`config.mk`:
```
export PLATFORM = sky130hd
export DESIGN_NAME = hsiao_secded_decoder
export DESIGN_NICKNAME = d
export VERILOG_FILES = /design/src/rtl/hsiao_pkg.sv /design/src/rtl/hsiao_check_gen.sv /design/src/rtl/hsiao_syndrome_eval.sv /design/src/rtl/hsiao_secded_decoder.sv
export SDC_FILE = /design/constraint.sdc
export NUM_CORES = 1
export LEC_CHECK = 0
export ABC_AREA = 1
export BUFFER_PORTS_ARGS = -buffer_cell sky130_fd_sc_hd__buf_2
export CELL_PAD_IN_SITES_DETAIL_PLACEMENT = 2
export CELL_PAD_IN_SITES_GLOBAL_PLACEMENT = 2
export CORE_ASPECT_RATIO = 0.8
export CORE_MARGIN = 3
export CORE_UTILIZATION = 30
export CTS_CLUSTER_SIZE = 10
export DETAILED_ROUTE_END_ITERATION = 12
export PLACE_DENSITY_LB_ADDON = 0.1
export SLEW_MARGIN = 20
export SYNTH_ARGS = -nofsm -noshare
export SYNTH_HDL_FRONTEND = slang
export SYNTH_HIERARCHICAL = 1
export SYNTH_SLANG_ARGS = --single-unit
```
`constraint.sdc`:
```
create_clock -name clk -period 6.4 [get_ports clk]
set_input_delay 0.64 -clock clk [delete_from_list [all_inputs] [get_ports clk]]
set_output_delay 0.64 -clock clk [all_outputs]
set_load 0.02 [all_outputs]
```
`src/rtl/hsiao_pkg.sv`:
```
package hsiao_pkg;
  localparam int unsigned DATA_W_DEF = 32;
  localparam int unsigned CHK_W_DEF  = 7;

  // idx-th value of cw bits with exactly three ones, ascending order
  function automatic int unsigned col_code(int unsigned idx, int unsigned cw);
    int unsigned seen;
    int unsigned res;
    bit          found;
    seen  = 0;
    res   = 0;
    found = 1'b0;
    for (int unsigned v = 0; v < (32'd1 << cw); v++) begin
      if (!found && $countones(v) == 3) begin
        if (seen == idx) begin
          res   = v;
          found = 1'b1;
        end
        seen++;
      end
    end
    return res;
  endfunction
endpackage

```
`src/rtl/hsiao_check_gen.sv`:
```
module hsiao_check_gen #(
  parameter int unsigned DW = hsiao_pkg::DATA_W_DEF,
  parameter int unsigned CW = hsiao_pkg::CHK_W_DEF
) (
  input  logic [DW-1:0] data,
  output logic [CW-1:0] code
);
  logic [CW-1:0] cols [DW];

  for (genvar i = 0; i < DW; i++) begin : g_col
    localparam int unsigned CV = hsiao_pkg::col_code(i, CW);
    assign cols[i] = CV[CW-1:0];
  end

  always_comb begin
    code = '0;
    for (int i = 0; i < DW; i++) begin
      code = code ^ (cols[i] & {CW{data[i]}});
    end
  end
endmodule

```
`src/rtl/hsiao_syndrome_eval.sv`:
```
module hsiao_syndrome_eval #(
  parameter int unsigned DW = hsiao_pkg::DATA_W_DEF,
  parameter int unsigned CW = hsiao_pkg::CHK_W_DEF
) (
  input  logic          valid,
  input  logic [CW-1:0] syn,
  input  logic [DW-1:0] data,
  output logic [DW-1:0] fixed,
  output logic          corr,
  output logic          uncorr
);
  logic [DW-1:0] hit;
  logic          chk_hit;
  logic          nonzero;
  logic          legal;

  for (genvar i = 0; i < DW; i++) begin : g_hit
    localparam int unsigned CV = hsiao_pkg::col_code(i, CW);
    assign hit[i] = (syn == CV[CW-1:0]);
  end

  assign chk_hit = $onehot(syn);
  assign nonzero = |syn;
  assign legal   = (|hit) | chk_hit;

  assign fixed  = data ^ hit;
  assign corr   = valid & legal;
  assign uncorr = valid & nonzero & ~legal;
endmodule

```
`src/rtl/hsiao_secded_decoder.sv`:
```
module hsiao_secded_decoder #(
  parameter int unsigned DW      = hsiao_pkg::DATA_W_DEF,
  parameter int unsigned CW      = hsiao_pkg::CHK_W_DEF,
  parameter bit          REG_OUT = 1'b1
) (
  input  logic          clk,
  input  logic          rst,
  input  logic          in_valid,
  input  logic [DW-1:0] in_data,
  input  logic [CW-1:0] in_check,
  output logic          out_valid,
  output logic [DW-1:0] out_data,
  output logic [CW-1:0] out_syndrome,
  output logic          out_corr,
  output logic          out_uncorr
);
  logic [CW-1:0] regen;
  logic [CW-1:0] syn_c;
  logic [DW-1:0] fixed_c;
  logic          corr_c;
  logic          uncorr_c;

  hsiao_check_gen #(.DW(DW), .CW(CW)) u_gen (
    .data (in_data),
    .code (regen)
  );

  assign syn_c = regen ^ in_check;

  hsiao_syndrome_eval #(.DW(DW), .CW(CW)) u_eval (
    .valid  (in_valid),
    .syn    (syn_c),
    .data   (in_data),
    .fixed  (fixed_c),
    .corr   (corr_c),
    .uncorr (uncorr_c)
  );

  if (REG_OUT) begin : g_reg
    always_ff @(posedge clk) begin
      if (rst) begin
        out_valid    <= 1'b0;
        out_data     <= '0;
        out_syndrome <= '0;
        out_corr     <= 1'b0;
        out_uncorr   <= 1'b0;
      end else begin
        out_valid    <= in_valid;
        out_data     <= fixed_c;
        out_syndrome <= syn_c;
        out_corr     <= corr_c;
        out_uncorr   <= uncorr_c;
      end
    end
  end else begin : g_comb
    assign out_valid    = in_valid;
    assign out_data     = fixed_c;
    assign out_syndrome = syn_c;
    assign out_corr     = corr_c;
    assign out_uncorr   = uncorr_c;
  end
endmodule

```
==> results of run 1 <==
-- registers in the layout, summed over array words and instances (netlist names) --
register and cells:
out_corr 1, out_data 32, out_syndrome 7, out_uncorr 1
out_valid 1
-- power by group through the flow --
stage	Clock, uW	Combinational [uW]	Sequential [uW]
after detailed placement	0	498	300
after global placement	0	474	299
after floorplan	0	311	335
final	265	495	294
after global routing	287	568	297
after CTS	276	502	295
-- cell type report --
cell class / count / area share [%]
clock inverters: 3 / 0.588
repair buffers: 83 / 10.3
multi-input cells: 385 / 50.8
clock buffers: 5 / 3.10
flip-flops and latches: 42 / 20.8
well taps: 144 / 4.46
inverters: 107 / 9.94
-- cell families after synthesis --
logic type	after synthesis	synth area share [%]
and+or+nand+nor	299	36.8
adders and majority gates	8	3.85
buffers and inverters	117	14.4
AOI/OAI and AO/OA	1	0.222
DFF	42	24.9
xor gates and xnor gates	77	19.9
-- routing by layer --
layer  track usage (%)  share of wire [%]  vias to the layer above
met5                 0                  0                        -
met1              26.1                 46                     1649
met4              4.30                1.2                        0
met3              2.81                4.4                       12
met2              34.8                 48                       62
li1                  -                  -                     1732
-- worst max-delay path, delay by kind of cell --
kind	cells	cell delay [ns]
fa+ha+maj	4	1.89
simple gates	15	1.28
buf+inv	7	0.77
xor+xnor	1	0.39
-- worst min-delay path by stage --
| stage | start | end | slack, ns | cells past startpoint |
|---|---|---|---|---|
| finish | in_valid | out_valid | 0.59 | 3 |
| floorplan | in_valid | out_valid | 0.75 | 2 |
| global placement | in_valid | out_valid | 0.88 | 3 |
| CTS | in_valid | out_valid | 0.59 | 3 |
| detailed placement | in_valid | out_valid | 0.90 | 3 |
| global route | in_valid | out_valid | 0.61 | 3 |
-- layout by cell type (no fill, tap or decap) --
master / instances
clkbuf_16: 5
fa_1: 4
clkinvlp_4: 2
dfxtp_1: 42
ha_1: 4
inv_2: 2
nor3_2: 2
nand4_1: 1
nand2_1: 146
xor2_1: 43
nand2_2: 3
nand3_1: 37
inv_6: 1
inv_1: 105
nor3b_1: 1
nand3_2: 2
a21o_1: 1
nor2_4: 1
xnor2_1: 34
nand3b_1: 4
nor2_1: 97
or2_1: 5
buf_2: 83
-- metrics by stage --
stage               worst slack (ns)  total power, uW  area [um2]
finish                          1.56             1050        4040
global route                    1.11             1150        4040
CTS                             1.54             1070        4040
detailed placement              1.24              798        3890
global placement                1.41              773        3890
floorplan                       2.09              646        3380
==> impl_metrics.json, run 1 <==
{
  "grt_pass1_wl_um": 19600,
  "dp.cells": 761,
  "clkPwrFrac_pct": 25.2,
  "arrival_ns": 4.99,
  "worst_slew_pin_slew_ns": 0.795,
  "synth_cell_type_count": 23,
  "vdd_ir_drop_max_uv": 101,
  "critPathLaunch": "in_data[29]",
  "cts_setup_buffers": 0,
  "utilization_pct": 37.0,
  "drt_pass1_iterations": 4,
  "synth_warnings": 6,
  "die_area_um2": 12600,
  "post_cts_resized": 0,
  "syn_avg_cell_area_um2": 6.21,
  "hpwlAfterDp_um": 10400,
  "place_congestion": 0.807,
  "sequentialPowerShare_pct": 27.9,
  "hold_ws_ns": 0.592,
  "num_antenna_cells": 0,
  "final_nets": 674,
  "synth-edff-count": 0,
  "routed_wl_um": 12200,
  "setup_viol": 0,
  "cts_tree": "done",
  "min_period_over_period_pct": 75.5,
  "netlist_instances": 544,
  "grt_pass1_vias": 3743,
  "path_class": "in2reg",
  "max_freq_mhz": 207,
  "start_util_pct": 30.9,
  "layout-drive-gt1-share_pct": 16.2,
  "wl_per_cell_um": 15.9,
  "slew_headroom_pct": 47.0,
  "power_density_nw_per_um2": 261,
  "required_ns": 6.55,
  "postCtsHoldBufs": 0,
  "ys_seq_area_share_pct": 24.9,
  "net-switching-power_uw": 457,
  "async_flop_share_pct": 0,
  "outcome": "finished, final reports clean",
  "max-cap-violations": 0,
  "critPathLaunchType": "input pin",
  "die_x_um": 125,
  "num-fill-cells": 1402,
  "p_int_uw": 598,
  "grt_usage_pct": 19.8,
  "root_buffer": "clkbuf_16",
  "multi_input_area_um2": 2050,
  "hold_class": "in2reg",
  "path_clk_slew_ns": 0.06,
  "clk_path_buf_depth": 2,
  "detail-route-antenna-nets": 0,
  "num_rows": 34,
  "synthesis.nets": 594,
  "fin_cells": 769,
  "netlist.area_leader.share_pct": 24.9,
  "clock-sinks": 42,
  "antenna_found_initial": 0,
  "worstSetupEndpointType": "register",
  "synth_largest_area_cell": "dfxtp_1",
  "syn_area_um2": 3380,
  "cpPeakStageDelay_ns": 0.55,
  "hold_viol": 0,
  "dr_total_vias": 3455,
  "dr.first_iter.drc_count": 125,
  "switching_share_pct": 43.3,
  "p_leak_uw": 0.00242,
  "ios": 84,
  "drc": 0,
  "crit_end": "out_corr",
  "die_h_um": 101,
  "cts_buffers": 5,
  "final.min_clock_period_ns": 4.84,
  "drv_slew": 0,
  "synth_seq_cells": 42,
  "synthTopCellsByCount": "nand2_1, inv_1, nor2_1, xor2_1, dfxtp_1",
  "regArea_um2": 841,
  "grt_overflow": 0,
  "pwr-share-comb_pct": 46.9,
  "via_per_inst": 4.49,
  "core_um2": 10900,
  "synth.most_common_cell": "nand2_1",
  "portBuffers": 83,
  "worst_path_max_delay_cell": "fa_1",
  "finalSetupTns_ns": 0,
  "ys_top_cells_by_area": "dfxtp_1, nand2_1, inv_1",
  "rsz0062_at_grt": "no",
  "critPathMaxFanout": 8,
  "ys.flop_type": "dfxtp_1",
  "h-tree-depth": 2,
  "grt_max_degree": 43,
  "syn2layout_area_growth_pct": 19.5
}
Power figures use the tool's default switching activity.
==> run 2: changes to the inputs <==
--- a/config.mk
+++ b/config.mk
@@ -11,7 +11,7 @@
 export CELL_PAD_IN_SITES_GLOBAL_PLACEMENT = 2
 export CORE_ASPECT_RATIO = 0.8
 export CORE_MARGIN = 3
-export CORE_UTILIZATION = 30
+export CORE_UTILIZATION = 28
 export CTS_CLUSTER_SIZE = 10
 export DETAILED_ROUTE_END_ITERATION = 12
 export PLACE_DENSITY_LB_ADDON = 0.1
==> constraint.sdc (replaced) <==
create_clock -name clk -period 4.8 [get_ports clk]
set_input_delay 0.48 -clock clk [delete_from_list [all_inputs] [get_ports clk]]
set_output_delay 0.48 -clock clk [all_outputs]
set_load 0.02 [all_outputs]
==> run 2 against run 1 <==
Net effect: first-iteration DRC count is 23% lower; sequential cell count stayed put; die area is 6.7% higher; clock power is 54% higher; largest power group unchanged; highest routed layer unchanged.
==> impl_metrics.json, run 2 (same netlist as run 1, synthesis figures left out) <==
{
  "place_congestion": 0.832,
  "detail-route-antenna-nets": 0,
  "antenna_found_initial": 1,
  "num_rows": 35,
  "core_um2": 11600,
  "critPathLaunchType": "input pin",
  "final_common_cell": "nand2_1",
  "grt_usage_pct": 19.4,
  "post_cts_resized": 0,
  "worstSetupEndpointType": "register",
  "finalSetupTns_ns": 0,
  "min_period_over_period_pct": 90.6,
  "required_ns": 4.95,
  "grt_pass1_vias": 3821,
  "largest_register_ffs": 32,
  "hold_ws_ns": 0.429,
  "dr_total_vias": 3508,
  "top_register": "out_data",
  "num_antenna_cells": 0,
  "cts_buffers": 5,
  "hold_class": "in2reg",
  "arrival_ns": 4.50,
  "via_per_inst": 4.50,
  "final_cell_mix": "nand2_1, inv_1, nor2_1",
  "clkPwrFrac_pct": 27.8,
  "die_area_um2": 13400,
  "h-tree-depth": 2,
  "clock-sinks": 42,
  "layout-drive-gt1-share_pct": 17.0,
  "slew_headroom_pct": 47.6,
  "worst_slew_pin_slew_ns": 0.785,
  "net-switching-power_uw": 613,
  "worst_path_max_delay_cell": "fa_1",
  "vdd_ir_drop_max_uv": 142,
  "die_h_um": 104,
  "die_x_um": 129,
  "outcome": "finished, final reports clean",
  "met2_usage_pct": 32.7,
  "p_leak_uw": 0.00246,
  "power_density_nw_per_um2": 358,
  "grt_util_met1_pct": 25.9,
  "rsz0062_at_grt": "no",
  "path_class": "in2reg",
  "sequentialPowerShare_pct": 26.7,
  "clk_path_buf_depth": 2,
  "cpPeakStageDelay_ns": 0.55,
  "final.min_clock_period_ns": 4.35,
  "wl_per_cell_um": 16.3,
  "min_from": "in_valid",
  "top_regs": "out_data x32, out_syndrome x7",
  "top_usage_layer": "met2",
  "switching_share_pct": 41.7,
  "grt_overflow": 0,
  "postCtsHoldBufs": 0,
  "syn2layout_area_growth_pct": 21.6,
  "ios": 84,
  "max-cap-violations": 0,
  "hpwlAfterDp_um": 10700,
  "grt_pass1_wl_um": 20100,
  "portBuffers": 83,
  "drv_slew": 0,
  "setup_viol": 0,
  "dr.first_iter.drc_count": 96,
  "cp_common_cell": "nand2_1",
  "whs_endpoint": "out_valid",
  "max_freq_mhz": 230,
  "final_cell_area_um2": 4110,
  "drc": 0,
  "place_area_um2": 3940,
  "grt_util_met3_pct": 2.46,
  "critPathMaxFanout": 6,
  "cts_tree": "done",
  "whs_path_depth": 3,
  "p_int_uw": 857,
  "pwr-share-comb_pct": 45.5,
  "final_nets": 680,
  "path_clk_slew_ns": 0.06,
  "drt_pass1_iterations": 4,
  "root_buffer": "clkbuf_16",
  "routed_wl_um": 12700,
  "grt_max_degree": 43,
  "hold_viol": 0,
  "cts_setup_buffers": 0,
  "start_util_pct": 29.0
}
## run 2: cell count changes in the layout (fill, tap and decap cells not counted), sizes merged
cell      before  now
buf           83   89
bufinv         0    1
clkinvlp       2    0
clkinv         0    1
## run 2: per-stage QoR
step | instances | total power (uW) | util (%) | setup slack [ns]
after global routing | 779 | 1600 | 35.3 | 0.0557
after detailed placement | 771 | 1070 | 33.8 | 0.0809
after global placement | 771 | 1040 | 33.8 | 0.213
after floorplan | 544 | 862 | - | 0.655
after CTS | 779 | 1500 | 35.3 | 0.393
final | 779 | 1470 | 35.3 | 0.451
## run 2: final cells by class
| class | count | area, um2 |
|---|---|---|
| clock buffer | 5 | 125 |
| inverter | 107 | 402 |
| timing repair buffer | 89 | 460 |
| tap | 148 | 185 |
| clock inverter | 3 | 43.8 |
| sequential | 42 | 841 |
| multi-input combinational | 385 | 2050 |
| fill | 1442 | 7540 |
## run 2: power by group through the flow
stage,Sequential [uW],Clock [uW],Combinational [uW]
after floorplan,447,0,414
after global placement,399,0,638
after global routing,396,443,758
final,392,408,669
after detailed placement,401,0,670
after CTS,393,429,677
## run 2: how the worst max path moves through the flow
stage | start | endpoint | slack [ns] | cells after the start
floorplan | in_data[24] | out_corr | 0.65 | 29
global placement | in_data[21] | out_corr | 0.21 | 26
detailed placement | in_data[21] | out_corr | 0.08 | 26
CTS | in_data[21] | out_corr | 0.39 | 26
global route | in_data[21] | out_corr | 0.06 | 26
finish | in_data[2] | out_corr | 0.45 | 28
## run 2: worst max-delay path: cells and delay by family
kind	cells	cell delay [ns]
xor gates and xnor gates	1	0.16
adders and majority gates	4	1.94
and+or+nand+nor	16	1.32
buffers and inverters	7	0.61
## run 2: layer usage
layer  part of all wire, %  wire, um
met5                     0         0
met4                   1.7       210
met3                   2.6       336
met2                    47      5980
met1                    49      6170
==> run 3: changes to the inputs <==
--- a/config.mk
+++ b/config.mk
@@ -11,10 +11,11 @@
 export CELL_PAD_IN_SITES_GLOBAL_PLACEMENT = 2
 export CORE_ASPECT_RATIO = 0.8
 export CORE_MARGIN = 3
-export CORE_UTILIZATION = 28
+export CORE_UTILIZATION = 30
 export CTS_CLUSTER_SIZE = 10
 export DETAILED_ROUTE_END_ITERATION = 12
 export PLACE_DENSITY_LB_ADDON = 0.1
+export RECOVER_POWER = 50
 export SLEW_MARGIN = 20
 export SYNTH_ARGS = -nofsm -noshare
 export SYNTH_HDL_FRONTEND = slang
==> constraint.sdc (replaced) <==
create_clock -name clk -period 5.2 [get_ports clk]
set_input_delay 0.52 -clock clk [delete_from_list [all_inputs] [get_ports clk]]
set_output_delay 0.52 -clock clk [all_outputs]
set_load 0.02 [all_outputs]
==> run 3 against run 2 <==
Net effect: utilization is 1.4 points higher; via count is 1.0% higher; sequential power is 7.4% lower; sequential share of layout area is 0.52 points higher; die area is 6.3% lower; final area is 2.5% lower; hold slack better by 0.053 ns; global-route usage is 0.77 points higher; first-iteration DRC count is 7.3% higher; routed wire length is 2.0% lower; worst setup slack worse by 0.043 ns; final cell count is 1.3% lower.
==> impl_metrics.json, run 3 (same netlist as run 1, synthesis figures left out) <==
{
  "outcome": "finished, final reports clean",
  "required_ns": 5.35,
  "final.min_clock_period_ns": 4.79,
  "portBuffers": 83,
  "drc": 0,
  "dp_slack_ns": 0.153,
  "cts_setup_buffers": 0,
  "whs_endpoint": "out_valid",
  "rsz0062_at_grt": "no",
  "setup_viol": 0,
  "p_leak_uw": 0.00229,
  "dr_total_vias": 3543,
  "power_density_nw_per_um2": 335,
  "cts_tree": "done",
  "root_buffer": "clkbuf_16",
  "critPathLaunchType": "input pin",
  "vdd_ir_drop_max_uv": 121,
  "grt_max_degree": 43,
  "final_nets": 674,
  "drv_slew": 0,
  "post_cts_resized": 0,
  "postCtsHoldBufs": 0,
  "path_class": "in2reg",
  "worstSetupEndpointType": "register",
  "antenna_found_initial": 0,
  "whs_path_depth": 3,
  "max_freq_mhz": 209,
  "clock-sinks": 42,
  "slew_headroom_pct": 47.3,
  "wl_met1_um": 5850,
  "highest_layer": "met4",
  "wl_per_cell_um": 16.2,
  "max-cap-violations": 0,
  "die_h_um": 101,
  "die_area_um2": 12600,
  "arrival_ns": 4.94,
  "h-tree-depth": 2,
  "min_period_over_period_pct": 92.2,
  "dr_wl_met2_um": 6110,
  "finalSetupTns_ns": 0,
  "path_clk_slew_ns": 0.06,
  "layout-drive-gt1-share_pct": 9.60,
  "hpwlAfterDp_um": 10500,
  "top_register": "out_data",
  "top_regs": "out_data x32, out_syndrome x7",
  "clk_path_buf_depth": 2,
  "grt_usage_pct": 20.2,
  "ios": 84,
  "via_per_inst": 4.61,
  "largest_register_ffs": 32,
  "dr.first_iter.drc_count": 103,
  "num_antenna_cells": 0,
  "start_util_pct": 30.9,
  "die_x_um": 125,
  "cpPeakStageDelay_ns": 0.55,
  "hold_class": "in2reg",
  "worst_slew_pin_slew_ns": 0.791,
  "wl_met3_um": 354,
  "num_rows": 34,
  "hold_viol": 0,
  "routed_wl_um": 12400,
  "drt_pass1_iterations": 4,
  "core_um2": 10900,
  "critPathMaxFanout": 8,
  "grt_pass1_vias": 3827,
  "syn2layout_area_growth_pct": 18.6,
  "cts_buffers": 5,
  "place_congestion": 0.806,
  "final_common_cell": "nand2_1",
  "min_from": "in_valid",
  "detail-route-antenna-nets": 0,
  "setup_slack_ns": 0.408,
  "grt_overflow": 0,
  "grt_pass1_wl_um": 19800,
  "final_cell_mix": "nand2_1, inv_1, nor2_1",
  "worst_path_max_delay_cell": "fa_1"
}
==> run 3: changes by cell type in the layout (fill, tap and decap cells not counted), sizes merged <==
cell / before / now
clkbuf: 5 / 46
buf: 89 / 42
==> run 3: where the power goes <==
part           switching, uW  total [uW]  internal, uW
logic                    412         604           193
registers               8.39         363           355
clock network            149         377           228
==> run 3: per-layer routing <==
layer | up-vias | track usage [%]
li1 | 1734 | -
met1 | 1737 | 26.0
met2 | 61 | 36.3
met3 | 11 | 3.13
met4 | 0 | 3.88
met5 | - | 0
==> run 3: layout make-up <==
type	count	area, um2
Fill cell	1425	6920
Multi-Input combinational cell	385	2050
Sequential cell	42	841
Inverter	107	402
Timing Repair Buffer	83	364
Tap cell	144	180
Clock buffer	5	125
Clock inverter	3	43.8
==> run 3: worst max-delay path by stage <==
stage	start	end	slack, ns	cells past startpoint
after CTS	in_data[29]	out_corr	0.44	27
after global routing	in_data[29]	out_corr	0.01	27
final	in_data[29]	out_corr	0.41	27
after global placement	in_data[29]	out_corr	0.33	27
after floorplan	in_data[24]	out_corr	1.01	29
after detailed placement	in_data[29]	out_corr	0.15	27
==> run 3: through the flow <==
step	cell area, um2	power [uW]	hold slack (ns)	utilization, %	instances
global route	4010	1460	0.495	36.7	769
global placement	3890	952	0.762	35.6	761
CTS	4060	1370	0.477	37.1	769
detailed placement	3890	984	0.785	35.6	761
floorplan	3380	795	0.627	-	544
finish	4010	1340	0.482	36.7	769
==> run 3: worst max-delay path: cells and delay by family <==
kind	cells	cell delay, ns
AND/OR/NAND/NOR	15	1.27
buffers and inverters	7	0.81
XOR/XNOR	1	0.41
adder cells (fa/ha/maj)	4	1.89
